$ cat src/rtl/gpio_irq_pkg.sv
package gpio_irq_pkg;

    // byte address width of the register port
    localparam int REG_ADDR_W = 5;
    // address bits that select a word register
    localparam int SEL_LSB    = 2;
    localparam int SEL_W      = 3;

    // per-pin sense behaviour after the override bit is applied
    typedef enum logic [2:0] {
        SNS_LOW  = 3'd0,
        SNS_HIGH = 3'd1,
        SNS_RISE = 3'd2,
        SNS_FALL = 3'd3,
        SNS_ANY  = 3'd4
    } sense_e;

    // word registers, indexed by byte address / 4
    typedef enum logic [SEL_W-1:0] {
        RG_DATA  = 3'd0,
        RG_DIR   = 3'd1,
        RG_PAD   = 3'd2,
        RG_CFGLO = 3'd3,
        RG_CFGHI = 3'd4,
        RG_MASK  = 3'd5,
        RG_STAT  = 3'd6,
        RG_BOTH  = 3'd7
    } reg_sel_e;

    function automatic sense_e sense_of(input logic [1:0] code, input logic any);
        sense_e m;
        if (any) begin
            m = SNS_ANY;
        end else begin
            unique case (code)
                2'd0: m = SNS_LOW;
                2'd1: m = SNS_HIGH;
                2'd2: m = SNS_RISE;
                2'd3: m = SNS_FALL;
                default: m = SNS_LOW;
            endcase
        end
        return m;
    endfunction

endpackage

$ cat src/rtl/gpio_in_sync.sv
module gpio_in_sync #(
    parameter int W = 32
) (
    input  logic         clk,
    input  logic         rst_n,
    input  logic [W-1:0] d,
    output logic [W-1:0] q,
    output logic [W-1:0] q_prev
);
    logic [W-1:0] meta_q;
    logic [W-1:0] stab_q;
    logic [W-1:0] last_q;

    // two flops against metastability, a third holds last cycle's value
    always_ff @(posedge clk or negedge rst_n) begin
        if (!rst_n) begin
            meta_q <= '0;
            stab_q <= '0;
            last_q <= '0;
        end else begin
            meta_q <= d;
            stab_q <= meta_q;
            last_q <= stab_q;
        end
    end

    assign q      = stab_q;
    assign q_prev = last_q;
endmodule

$ cat src/rtl/gpio_sense_cell.sv
module gpio_sense_cell
    import gpio_irq_pkg::*;
(
    input  logic       cur,
    input  logic       prev,
    input  logic [1:0] code,
    input  logic       any,
    output logic       hit
);
    sense_e mode;

    always_comb begin
        mode = sense_of(code, any);
        unique case (mode)
            SNS_LOW:  hit = ~cur;
            SNS_HIGH: hit = cur;
            SNS_RISE: hit = cur & ~prev;
            SNS_FALL: hit = ~cur & prev;
            SNS_ANY:  hit = cur ^ prev;
            default:  hit = 1'b0;
        endcase
    end
endmodule

$ cat src/rtl/gpio_reg_bank.sv
module gpio_reg_bank
    import gpio_irq_pkg::*;
#(
    parameter int NPIN = 32
) (
    input  logic            clk,
    input  logic            rst_n,
    input  logic            wr_en,
    input  reg_sel_e        sel,
    input  logic [NPIN-1:0] wdata,
    input  logic [NPIN-1:0] pad,
    input  logic [NPIN-1:0] hit,
    output logic [NPIN-1:0] data_q,
    output logic [NPIN-1:0] dir_q,
    output logic [NPIN-1:0] cfg_lo_q,
    output logic [NPIN-1:0] cfg_hi_q,
    output logic [NPIN-1:0] mask_q,
    output logic [NPIN-1:0] both_q,
    output logic [NPIN-1:0] stat_q,
    output logic [NPIN-1:0] rdata
);
    logic [NPIN-1:0] clr_vec;

    assign clr_vec = (wr_en && sel == RG_STAT) ? wdata : '0;

    always_ff @(posedge clk or negedge rst_n) begin
        if (!rst_n) begin
            data_q   <= '0;
            dir_q    <= '0;
            cfg_lo_q <= '0;
            cfg_hi_q <= '0;
            mask_q   <= '0;
            both_q   <= '0;
        end else if (wr_en) begin
            unique case (sel)
                RG_DATA:  data_q   <= wdata;
                RG_DIR:   dir_q    <= wdata;
                RG_CFGLO: cfg_lo_q <= wdata;
                RG_CFGHI: cfg_hi_q <= wdata;
                RG_MASK:  mask_q   <= wdata;
                RG_BOTH:  both_q   <= wdata;
                default: ;
            endcase
        end
    end

    // sticky status: detection beats a same-cycle write-one clear
    always_ff @(posedge clk or negedge rst_n) begin
        if (!rst_n) begin
            stat_q <= '0;
        end else begin
            stat_q <= (stat_q & ~clr_vec) | hit;
        end
    end

    always_comb begin
        unique case (sel)
            RG_DATA:  rdata = data_q;
            RG_DIR:   rdata = dir_q;
            RG_PAD:   rdata = pad;
            RG_CFGLO: rdata = cfg_lo_q;
            RG_CFGHI: rdata = cfg_hi_q;
            RG_MASK:  rdata = mask_q;
            RG_STAT:  rdata = stat_q;
            RG_BOTH:  rdata = both_q;
            default:  rdata = '0;
        endcase
    end
endmodule

$ cat src/rtl/gpio_irq_port.sv
module gpio_irq_port
    import gpio_irq_pkg::*;
#(
    parameter int NPIN = 32
) (
    input  logic                  clk,
    input  logic                  rst_n,
    input  logic                  bus_wr,
    input  logic [REG_ADDR_W-1:0] bus_addr,
    input  logic [NPIN-1:0]       bus_wdata,
    output logic [NPIN-1:0]       bus_rdata,
    input  logic [NPIN-1:0]       pin_in,
    output logic [NPIN-1:0]       pin_out,
    output logic [NPIN-1:0]       pin_oe,
    output logic                  irq_lo,
    output logic                  irq_hi
);
    localparam int HALF = NPIN / 2;

    logic            addr_ok;
    reg_sel_e        sel;
    logic [NPIN-1:0] pad_q;
    logic [NPIN-1:0] pad_prev;
    logic [NPIN-1:0] hit;
    logic [NPIN-1:0] data_q;
    logic [NPIN-1:0] dir_q;
    logic [NPIN-1:0] cfg_lo_q;
    logic [NPIN-1:0] cfg_hi_q;
    logic [NPIN-1:0] mask_q;
    logic [NPIN-1:0] both_q;
    logic [NPIN-1:0] stat_q;
    logic [NPIN-1:0] bank_rdata;
    logic [NPIN-1:0] pend;

    assign addr_ok = (bus_addr[SEL_LSB-1:0] == '0);
    assign sel     = reg_sel_e'(bus_addr[SEL_LSB +: SEL_W]);

    gpio_in_sync #(.W(NPIN)) u_sync (
        .clk    (clk),
        .rst_n  (rst_n),
        .d      (pin_in),
        .q      (pad_q),
        .q_prev (pad_prev)
    );

    for (genvar p = 0; p < NPIN; p++) begin : g_pin
        logic [1:0] code;
        if (p < HALF) begin : g_lo
            assign code = cfg_lo_q[2*p +: 2];
        end else begin : g_hi
            assign code = cfg_hi_q[2*(p-HALF) +: 2];
        end
        gpio_sense_cell u_cell (
            .cur  (pad_q[p]),
            .prev (pad_prev[p]),
            .code (code),
            .any  (both_q[p]),
            .hit  (hit[p])
        );
    end

    gpio_reg_bank #(.NPIN(NPIN)) u_bank (
        .clk      (clk),
        .rst_n    (rst_n),
        .wr_en    (bus_wr & addr_ok),
        .sel      (sel),
        .wdata    (bus_wdata),
        .pad      (pad_q),
        .hit      (hit),
        .data_q   (data_q),
        .dir_q    (dir_q),
        .cfg_lo_q (cfg_lo_q),
        .cfg_hi_q (cfg_hi_q),
        .mask_q   (mask_q),
        .both_q   (both_q),
        .stat_q   (stat_q),
        .rdata    (bank_rdata)
    );

    assign bus_rdata = addr_ok ? bank_rdata : '0;
    assign pin_out   = data_q;
    assign pin_oe    = dir_q;
    assign pend      = stat_q & mask_q;
    assign irq_lo    = |pend[HALF-1:0];
    assign irq_hi    = |pend[NPIN-1:HALF];
endmodule

$ cat config.mk
export PLATFORM = sky130hd
export DESIGN_NAME = gpio_irq_port
export DESIGN_NICKNAME = d
export VERILOG_FILES = /design/src/rtl/gpio_irq_pkg.sv /design/src/rtl/gpio_in_sync.sv /design/src/rtl/gpio_sense_cell.sv /design/src/rtl/gpio_reg_bank.sv /design/src/rtl/gpio_irq_port.sv
export SDC_FILE = /design/constraint.sdc
export NUM_CORES = 1
export LEC_CHECK = 0
export CORE_MARGIN = 4
export CORE_UTILIZATION = 56
export CTS_CLUSTER_DIAMETER = 40
export DETAILED_ROUTE_END_ITERATION = 6
export GPL_TIMING_DRIVEN = 1
export PLACE_DENSITY = 0.86
export SYNTH_ARGS = -nofsm -noshare
export SYNTH_HDL_FRONTEND = slang
export SYNTH_SLANG_ARGS = --single-unit
$ cat constraint.sdc
create_clock -name clk -period 2.6 [get_ports clk]
set_input_delay 0.39 -clock clk [delete_from_list [all_inputs] [get_ports clk]]
set_output_delay 0.39 -clock clk [all_outputs]
set_load 0.02 [all_outputs]
# Word-level counts from Yosys, hierarchy flattened
# Cells that the tools add are included.
# totals
regBits	320
latchBits	0
mem_bits_rw	0
mem_bits_ro	0
output_inout_bits	98
word_cells	580
memories	0
# classes
addsub	0
multipliers	0
n_div	0
order_cmp	0
eq_ne	231
shift	0
mux	99
n_bitwise	165
n_reduce_logical	75
# ops
cell	count
3-bit one-hot mux with 4 select lines	32
32-bit one-hot mux with 8 select lines	1
3-bit by 2-bit equality test with 1-bit output, second input constant	66
1-bit one-hot mux with 5 select lines	32
2-bit equality test, second input constant	64
3-bit equality test, second input constant	36
3-bit by 1-bit equality test with 1-bit output, second input constant	33
3-bit logical NOT	33
3-bit two-way mux	32
2-bit logical NOT	33
1-bit bitwise AND	65
32-bit bitwise AND	2
2-bit by 1-bit equality test with 1-bit output, second input constant	32
32-bit two-way mux	2
1-bit inverter	64
32-bit inverter	1
32-bit OR	1
16-bit OR reduction	2
1-bit XOR	32
2-bit AND reduction	6
1-bit logical AND	1

# Logic depth before layout (Yosys ltp)
# Gate-level depths: netlist (run 1).
# depth
word_depth	7
depth_mapped	7

# Cells and area by module
# Synthesis (run 1) repeated with hierarchy kept, for this count alone.
# hier_totals
cells_unflattened	1229
area_unflattened_um2	15692.6
# by_module_without_submodules
module	instances	cells_per_inst	area_each_um2	seq_area_each_um2
gpio_reg_bank	1	790	10577.6	5605.4
gpio_in_sync	1	96	2402.3	2402.3
gpio_sense_cell	32	9	71.3	0.0
gpio_irq_port	1	55	430.4	0.0

# Worst setup path before layout (run 1)
# OpenSTA, ideal clock, no wires.
# synth_path
path_kind	in2out
from	in bus_addr[2]
to	out bus_rdata[10]
arrival_ps	1768
required_time_ps	2210
path_slack_ps	442
path_stages	6
cell_sequence	buf_6 nand2b_1 nor2_1 clkbuf_1 a221oi_1 a21oi_1
# synth_between
elab_chain_cells	3
# synth_lines
element	line	rtl
start, declared	gpio_irq_port.sv:9	input logic [REG_ADDR_W-1:0] bus_addr,
3-bit equality test, or another cell as far along	gpio_reg_bank.sv:57	unique case (sel)
32-bit one-hot mux with 8 select lines (*)	gpio_reg_bank.sv:57	
32-bit two-way mux (*)	gpio_irq_port.sv:80	assign bus_rdata = addr_ok ? bank_rdata : '0;
end, declared	gpio_irq_port.sv:11	output logic [NPIN-1:0] bus_rdata,
# Mark *: on every way between the ends. The rest lies on a longest branch, timed or not.

# Worst setup path after layout (run 1)
# layout_path
from	reg u_bank.stat_q[27]
to	out bus_rdata[27]
# layout_between
elab_chain_cells	2
# layout_lines
element	line	rtl
start, declared	gpio_reg_bank.sv:19	output logic [NPIN-1:0] stat_q,
start signal, assigned	gpio_reg_bank.sv:52	stat_q <= (stat_q & ~clr_vec) | hit;
32-bit one-hot mux with 8 select lines	gpio_reg_bank.sv:57	
32-bit two-way mux	gpio_irq_port.sv:80	
# Every way passes these cells.

==> results by group, run 1 <==
Route
  • Detail-routed via count per cell: approximately 6.5
  • Via count: about 12000
  • Remaining number of nets flagged by the antenna check after routing: 0
  • Remaining DRCs: 0
  • Drt first pass iters: 5
  • 1st-iter DRT viols: ~1400
  • Sum of routed wire length over all layers: ~45000 um
  • Detailed-route wire length per cell: around 25 um

Placement
  • Gpl congestion: about 0.91
  • Port-buffer cells: 169
  • Detailed-placement wirelength estimate: 29800 um
  • Pre-CTS setup slack: -39.0 ps

Floorplan
  • Die width: approximately 170 um
  • Initial cell density of the core: 56.7%
  • Number of top-level pins: 170
  • Number of placement rows: 60
  • Chip Height: between 150 and 200 um
  • Area of the core: between 0.02 and 0.03 mm^2
  • Die Footprint: 0.0299 mm^2

Critical path
  • Worst EP arrival: 2190 ps
  • CP Data Required Time: approximately 2200 ps
  • Element type at the critical path start: register
  • Critical path peak fanout: 3
  • Launch point of the worst reg-to-reg path: u_sync.q[18]
  • R2r worst-path depth: 4
  • Endpoint type of the worst setup path: output pin
  • CP Class: reg2out
  • Launching element of the worst setup path: u_bank.stat_q[27]

Synthesis
  • Multiplexer share of the synthesized area: roughly a fifth
  • Number of enable flip-flop cells after synthesis: 0
  • Post-Synthesis Net Count: 1384
  • Mean post-synth cell area: ~12 um^2
  • Post-synthesis xor/xnor area fraction: less than 1%
  • Fraction of synthesis flops using an asynchronous set or reset pin: 100%
  • Post-synthesis instance total: about 1200
  • Area fraction in and, or, nand and nor cells after synthesis: slightly above 4%
  • Unique cell type count in the Yosys netlist: 38
  • Largest family of logic cells by synthesized area: multiplexers
  • Adder-cell area share of the yosys netlist: roughly 5.3%
  • Part of the Yosys area used for sequential elements: 52.5%
  • Fraction of the mapped netlist area in compound gates: ~14%
  • Warnings, synthesis: 0
  • Netlist area before placement: between 0.015 and 0.02 mm^2
  • Flip-flop and latch count after synthesis: 320
  • Synth Flop Type: sky130_fd_sc_hd__dfrtp_1

Power
  • Peak supply drop: between 500 and 600 uV
  • Total power after layout: about 15 mW
  • Leakage Power: between 8 and 9 nW
  • Areal power density over the cells: around 800 mW/mm^2

Clocking
  • Buffer depth of the longest clock path: 3
  • Worst-Skew Late Latency: 540 ps
  • CTS Root Buffer Type: sky130_fd_sc_hd__clkbuf_16
  • Clock-pin transition on the worst setup and hold timing paths: about 60 ps
  • Maximum level of the CTS H-tree: 2
  • Clock sink count: 320
  • TritonCTS clock tree: done
  • Total CTS buffers: 43

Status
  • Result of the run: finished clean

Flow run
  • Count of maximum capacitance violations: 0

STA
  • Post-route clock period utilization: about 100%
  • Setup slack of the critical path after layout: roughly 22 ps
  • Fin. Hold Viols: 0
  • Final setup TNS: 0 ps
  • Largest clock skew in the final design: 14.6 ps
  • RSZ-0062 raised after global routing: no
  • Number of max-slew violations in the final report: 0
  • Final setup violation count: 0
  • Max frequency: a little under 400 MHz
  • Slew at the pin closest to its max-slew limit: between 500 and 600 ps
  • Minimum clock period: 2580 ps
  • Max_slew headroom: between 60% and 70%

Cells and area
  • # fillers: 1720
  • Most common cell after layout, fill and taps aside: sky130_fd_sc_hd__dfrtp_1
  • Fraction of final layout cells with drive strength greater than 1: a little under a quarter
  • ANT cells: 0
  • Leading cell types in the layout, fill and taps excluded: sky130_fd_sc_hd__dfrtp_1, sky130_fd_sc_hd__mux2_2, sky130_fd_sc_hd__clkdlybuf4s50_1
  • Layout-stage area growth over the synthesis result: 26.4%
  • Number of nets in the layout: between 1500 and 2000

GRT
  • Vias in the first global route: 12545
  • Global router's overall resource usage: roughly 30%
  • Maximum number of pins on one net before global-route repair: 66
  • Global-route wire length before repair: 70600 um
  • Number of antenna violations at the first check in global routing: 1
  • Global route total overflow: 0

Worst hold path
  • Worst Hold Class: in2reg
  • Worst hold path cell count: 1
  • Hold path start: pin_in[16]
registers in the layout, summed over array words and instances (netlist names):
| register | count |
|---|---|
| u_bank.both_q | 32 |
| u_bank.cfg_hi_q | 32 |
| u_bank.cfg_lo_q | 32 |
| u_bank.data_q | 32 |
| u_bank.dir_q | 32 |
| u_bank.mask_q | 32 |
| u_bank.stat_q | 32 |
| u_sync.meta_q | 32 |
| u_sync.q | 32 |
| u_sync.q_prev | 32 |
power by group:
group | switching [mW] | internal, mW
Sequential | 0.793 | 5.66
Clock | 2.33 | 3.81
Combinational | 1.34 | 1.45
Total | 4.47 | 10.9
routing by layer:
metal  global-route usage [%]  vias up  share of wire, %
li1                         -     4943                 -
met1                     38.6     5921                38
met2                     48.2      775                48
met3                     5.77      194               9.5
met5                        0        -             0.029
met4                     14.4        2               4.7
worst paths after layout:
path	endpoint	slack, ps
setup / recovery	bus_rdata[27]	20
hold reg to reg	u_sync.q[8]	340
hold / removal	u_sync.meta_q[16]	280
min in group asynchronous	u_sync.meta_q[3]	410
setup reg to reg	u_bank.stat_q[18]	1060
max in group asynchronous	u_sync.q[23]	1350
cell usage after synthesis (3+ instances only):
cell type                   number  share of area, %
sky130_fd_sc_hd__a211oi_1       62               3.1
sky130_fd_sc_hd__a21oi_1        29              0.95
sky130_fd_sc_hd__a221o_1        32               2.1
sky130_fd_sc_hd__a221oi_1       66               3.8
sky130_fd_sc_hd__a22o_1          8              0.46
sky130_fd_sc_hd__buf_1           3             0.074
sky130_fd_sc_hd__buf_2          27              0.89
sky130_fd_sc_hd__buf_4           3              0.15
sky130_fd_sc_hd__buf_6           5              0.37
sky130_fd_sc_hd__clkbuf_1       23              0.57
sky130_fd_sc_hd__dfrtp_1       320                53
sky130_fd_sc_hd__ha_1           64               5.3
sky130_fd_sc_hd__inv_1         129               3.2
sky130_fd_sc_hd__mux2_1          5              0.37
sky130_fd_sc_hd__mux2_2        157                12
sky130_fd_sc_hd__mux2_4         30               3.0
sky130_fd_sc_hd__mux2i_1        52               3.4
sky130_fd_sc_hd__mux4_2          3              0.44
sky130_fd_sc_hd__nand2_1        89               2.2
sky130_fd_sc_hd__nor2_1         42               1.0
sky130_fd_sc_hd__nor2b_1         3              0.12
sky130_fd_sc_hd__o21ai_0        33               1.1
sky130_fd_sc_hd__o21bai_1       15              0.74
sky130_fd_sc_hd__o22ai_1         3              0.12
sky130_fd_sc_hd__o2bb2ai_1      28               1.6
worst max-delay path: stages, from the launching register on:
cell and delay [ps]:
sky130_fd_sc_hd__dfrtp_1 450, sky130_fd_sc_hd__nand2_1 130, sky130_fd_sc_hd__a221oi_2 350, sky130_fd_sc_hd__a221oi_1 110, sky130_fd_sc_hd__a21oi_1 230, sky130_fd_sc_hd__dlygate4sd2_1 390
layout make-up:
cell class / instances / area (um^2) / area share (%)
tap: 341 / 427 / 2.21
clock buffer: 50 / 1140 / 5.94
clock inverter: 28 / 369 / 1.92
inverter: 129 / 484 / 2.51
sequential: 320 / 8010 / 41.6
timing repair buffer: 222 / 2310 / 12.0
multi-input combinational: 738 / 6520 / 33.8
per-stage QoR:
stage / hold WS (ps) / std cells / cell area, um^2 / util (%)
global placement: 332 / 1749 / 17700 / 65.9
detailed placement: 335 / 1749 / 17700 / 65.9
finish: 285 / 1828 / 19300 / 71.7
CTS: 272 / 1828 / 19200 / 71.6
floorplan: 94.4 / 1248 / 15200 / -
global route: 261 / 1828 / 19300 / 71.7
logic make-up after synthesis:
group                    count (synthesis)
flip-flops                             320
AO/OA/AOI/OAI                          277
multiplexers                           247
buffers and inverters                  190
AND/OR/NAND/NOR                        148
adder cells (fa/ha/maj)                 64
XOR/XNOR                                 2
what timing repair did:
action,4_1_cts,5_1_grt
hold buffers,1,0
endpoints found under the hold margin,56,0
setup buffers,0,0
setup endpoints to repair,29,11
gates resized for setup,33,12
Note: power is estimated with default switching activity, not from simulation.
==> inputs of run 2 (changes only) <==
- CTS_CLUSTER_SIZE: not set -> 14
==> results by group, run 2 (synthesis gave the netlist of run 1 again) <==
Worst hold path
  • Hold path start: pin_in[21]
  • Worst Hold Class: in2reg
  • Worst hold path cell count: 1 (unchanged)
  • Terminating pin of the worst hold path: u_sync.meta_q[21]

Route
  • Sum of routed wire length over all layers: 44600 um (-0.67%)
  • Via count: 11714 (-1.0%)
  • 1st-iter DRT viols: 1098 (-20%)
  • Detailed-route wire length per cell: 24.4 um (-0.51%)
  • Remaining number of nets flagged by the antenna check after routing: 0 (unchanged)
  • Detail-routed via count per cell: 6.42 (-0.86%)
  • Remaining DRCs: 0 (unchanged)
  • Drt first pass iters: 6 (+1)

Cells and area
  • Number of nets in the layout: 1589 (-0.063%)
  • # fillers: 1709 (-0.64%)
  • Layout-stage area growth over the synthesis result: 26.3%
  • Fraction of final layout cells with drive strength greater than 1: 22.7% (-0.22 points)
  • ANT cells: 0 (unchanged)
  • Final core occ: 71.6% (-0.093 points)
  • Most common cell after layout, fill and taps aside: sky130_fd_sc_hd__dfrtp_1
  • Leading cell types in the layout, fill and taps excluded: sky130_fd_sc_hd__dfrtp_1, sky130_fd_sc_hd__mux2_2, sky130_fd_sc_hd__clkdlybuf4s50_1

Critical path
  • Critical path peak fanout: 5 (+2)
  • CP Data Required Time: 2210 ps (about the same)
  • Endpoint type of the worst setup path: output pin
  • Reg2Reg Capture Point: u_bank.stat_q[5]
  • CP Class: reg2out
  • R2r worst-path depth: 4 (unchanged)
  • Setup slack, reg-to-reg: 1100 ps (+40 ps)
  • Element type at the critical path start: register
  • Launch point of the worst reg-to-reg path: u_sync.q[5]
  • Worst EP arrival: 2100 ps (-90 ps)

Clocking
  • Total CTS buffers: 42 (-2.3%)
  • Buffer depth of the longest clock path: 3 (unchanged)
  • Clock-pin transition on the worst setup and hold timing paths: 60 ps (about the same)
  • Clock sink count: 320 (unchanged)
  • TritonCTS clock tree: done
  • CTS Root Buffer Type: sky130_fd_sc_hd__clkbuf_16
  • Maximum level of the CTS H-tree: 2 (unchanged)
  • Worst-Skew Late Latency: 550 ps (about the same)

Power
  • Areal power density over the cells: 792 mW/mm^2 (-0.80%)
  • Peak supply drop: 507 uV (-6.2%)
  • Leakage Power: 8.96 nW (about the same)

Floorplan
  • Die width: 173 um (unchanged)
  • Die Footprint: 0.0299 mm^2 (unchanged)
  • Number of top-level pins: 170 (unchanged)
  • Chip Height: 173 um (unchanged)
  • Number of placement rows: 60 (unchanged)
  • Area of the core: 0.0269 mm^2 (unchanged)
  • Initial cell density of the core: 56.7% (unchanged)

GRT
  • Global-route wire length before repair: 70500 um (-0.14%)
  • Vias in the first global route: 12409 (-1.1%)
  • Number of antenna violations at the first check in global routing: 0 (-1)
  • Maximum number of pins on one net before global-route repair: 66 (unchanged)
  • Global router's overall resource usage: 29.6% (-0.12 points)
  • Global route total overflow: 0 (unchanged)

STA
  • Minimum clock period: 2490 ps (-91.9 ps)
  • Number of max-slew violations in the final report: 0 (unchanged)
  • Fin. Hold Viols: 0 (unchanged)
  • Largest clock skew in the final design: 25.7 ps (+11.1 ps)
  • RSZ-0062 raised after global routing: no
  • Max frequency: 402 MHz (+3.7%)
  • Post-route clock period utilization: 95.6% (-3.5 points)
  • Worst hold margin: 276 ps (-8.41 ps)
  • Max_slew headroom: 62.6% (-0.60 points)
  • Final setup violation count: 0 (unchanged)
  • Slew at the pin closest to its max-slew limit: 561 ps (+8.94 ps)

Placement
  • Gpl congestion: 0.907 (unchanged)
  • Detailed-placement wirelength estimate: 29800 um (unchanged)
  • Port-buffer cells: 169 (unchanged)

Flow run
  • Count of maximum capacitance violations: 0 (unchanged)

Status
  • Result of the run: finished clean
==> run 2: cell type report <==
cell class,instances,area [um^2],share of cell area [%]
clock buffers,48,1120,5.85
clock inverters,27,359,1.87
inverters,129,484,2.52
multi-input cells,738,6520,33.9
flip-flops and latches,320,8010,41.6
well taps,341,427,2.22
repair buffers,222,2320,12.0
==> run 2: critical path: stages (launching register included) <==
cell                            delay, ps
sky130_fd_sc_hd__dfrtp_1              460
sky130_fd_sc_hd__mux2i_1              170
sky130_fd_sc_hd__o22ai_1              120
sky130_fd_sc_hd__a221oi_2             310
sky130_fd_sc_hd__buf_4                150
sky130_fd_sc_hd__nor2_1                30
sky130_fd_sc_hd__dlygate4sd2_1        320
==> run 2: worst max path at each step <==
stage	start	depth (start not counted)	to	slack, ps
6_report	u_sync.q[23]	6	bus_rdata[23]	110
5_1_grt	u_sync.q[23]	6	bus_rdata[23]	50
4_1_cts	u_bank.cfg_hi_q[10]	5	bus_rdata[10]	2
3_5_place_dp	bus_addr[3]	7	bus_rdata[24]	-40
3_3_place_gp	bus_addr[1]	7	bus_rdata[14]	-8
2_1_floorplan	bus_addr[2]	6	bus_rdata[10]	440
==> run 2: metrics by stage <==
stage	worst slack, ps	setup TNS, ps	instance area [um^2]	instances	power (mW)
floorplan	442	0	15200	1248	7.83
global placement	-7.91	-7.91	17700	1749	9.04
detailed placement	-39.0	-74.6	17700	1749	9.18
CTS	1.71	0	19200	1825	15.3
global route	45.3	0	19200	1825	15.8
finish	113	0	19200	1825	15.2
==> run 2: routing by layer <==
| layer | global-route usage (%) | routed length [um] | part of all wire [%] |
|---|---|---|---|
| met5 | 0 | 0 | 0 |
| met4 | 12.4 | 1870 | 4.2 |
| met3 | 5.49 | 4000 | 9.0 |
| met2 | 48.6 | 21300 | 48 |
| met1 | 38.9 | 17400 | 39 |
==> run 2: what timing repair did <==
action                                  4_1_cts  5_1_grt
endpoints found under the setup margin       27       11
hold endpoints to repair                     56        0
resized for setup                            31       12
hold buffers                                  1        0
setup buffers                                 0        0
==> run 2: where the power goes <==
group / total, mW / switching, mW / internal [mW]
logic: 2.78 / 1.33 / 1.45
clock network: 6.02 / 2.34 / 3.68
registers: 6.44 / 0.786 / 5.65
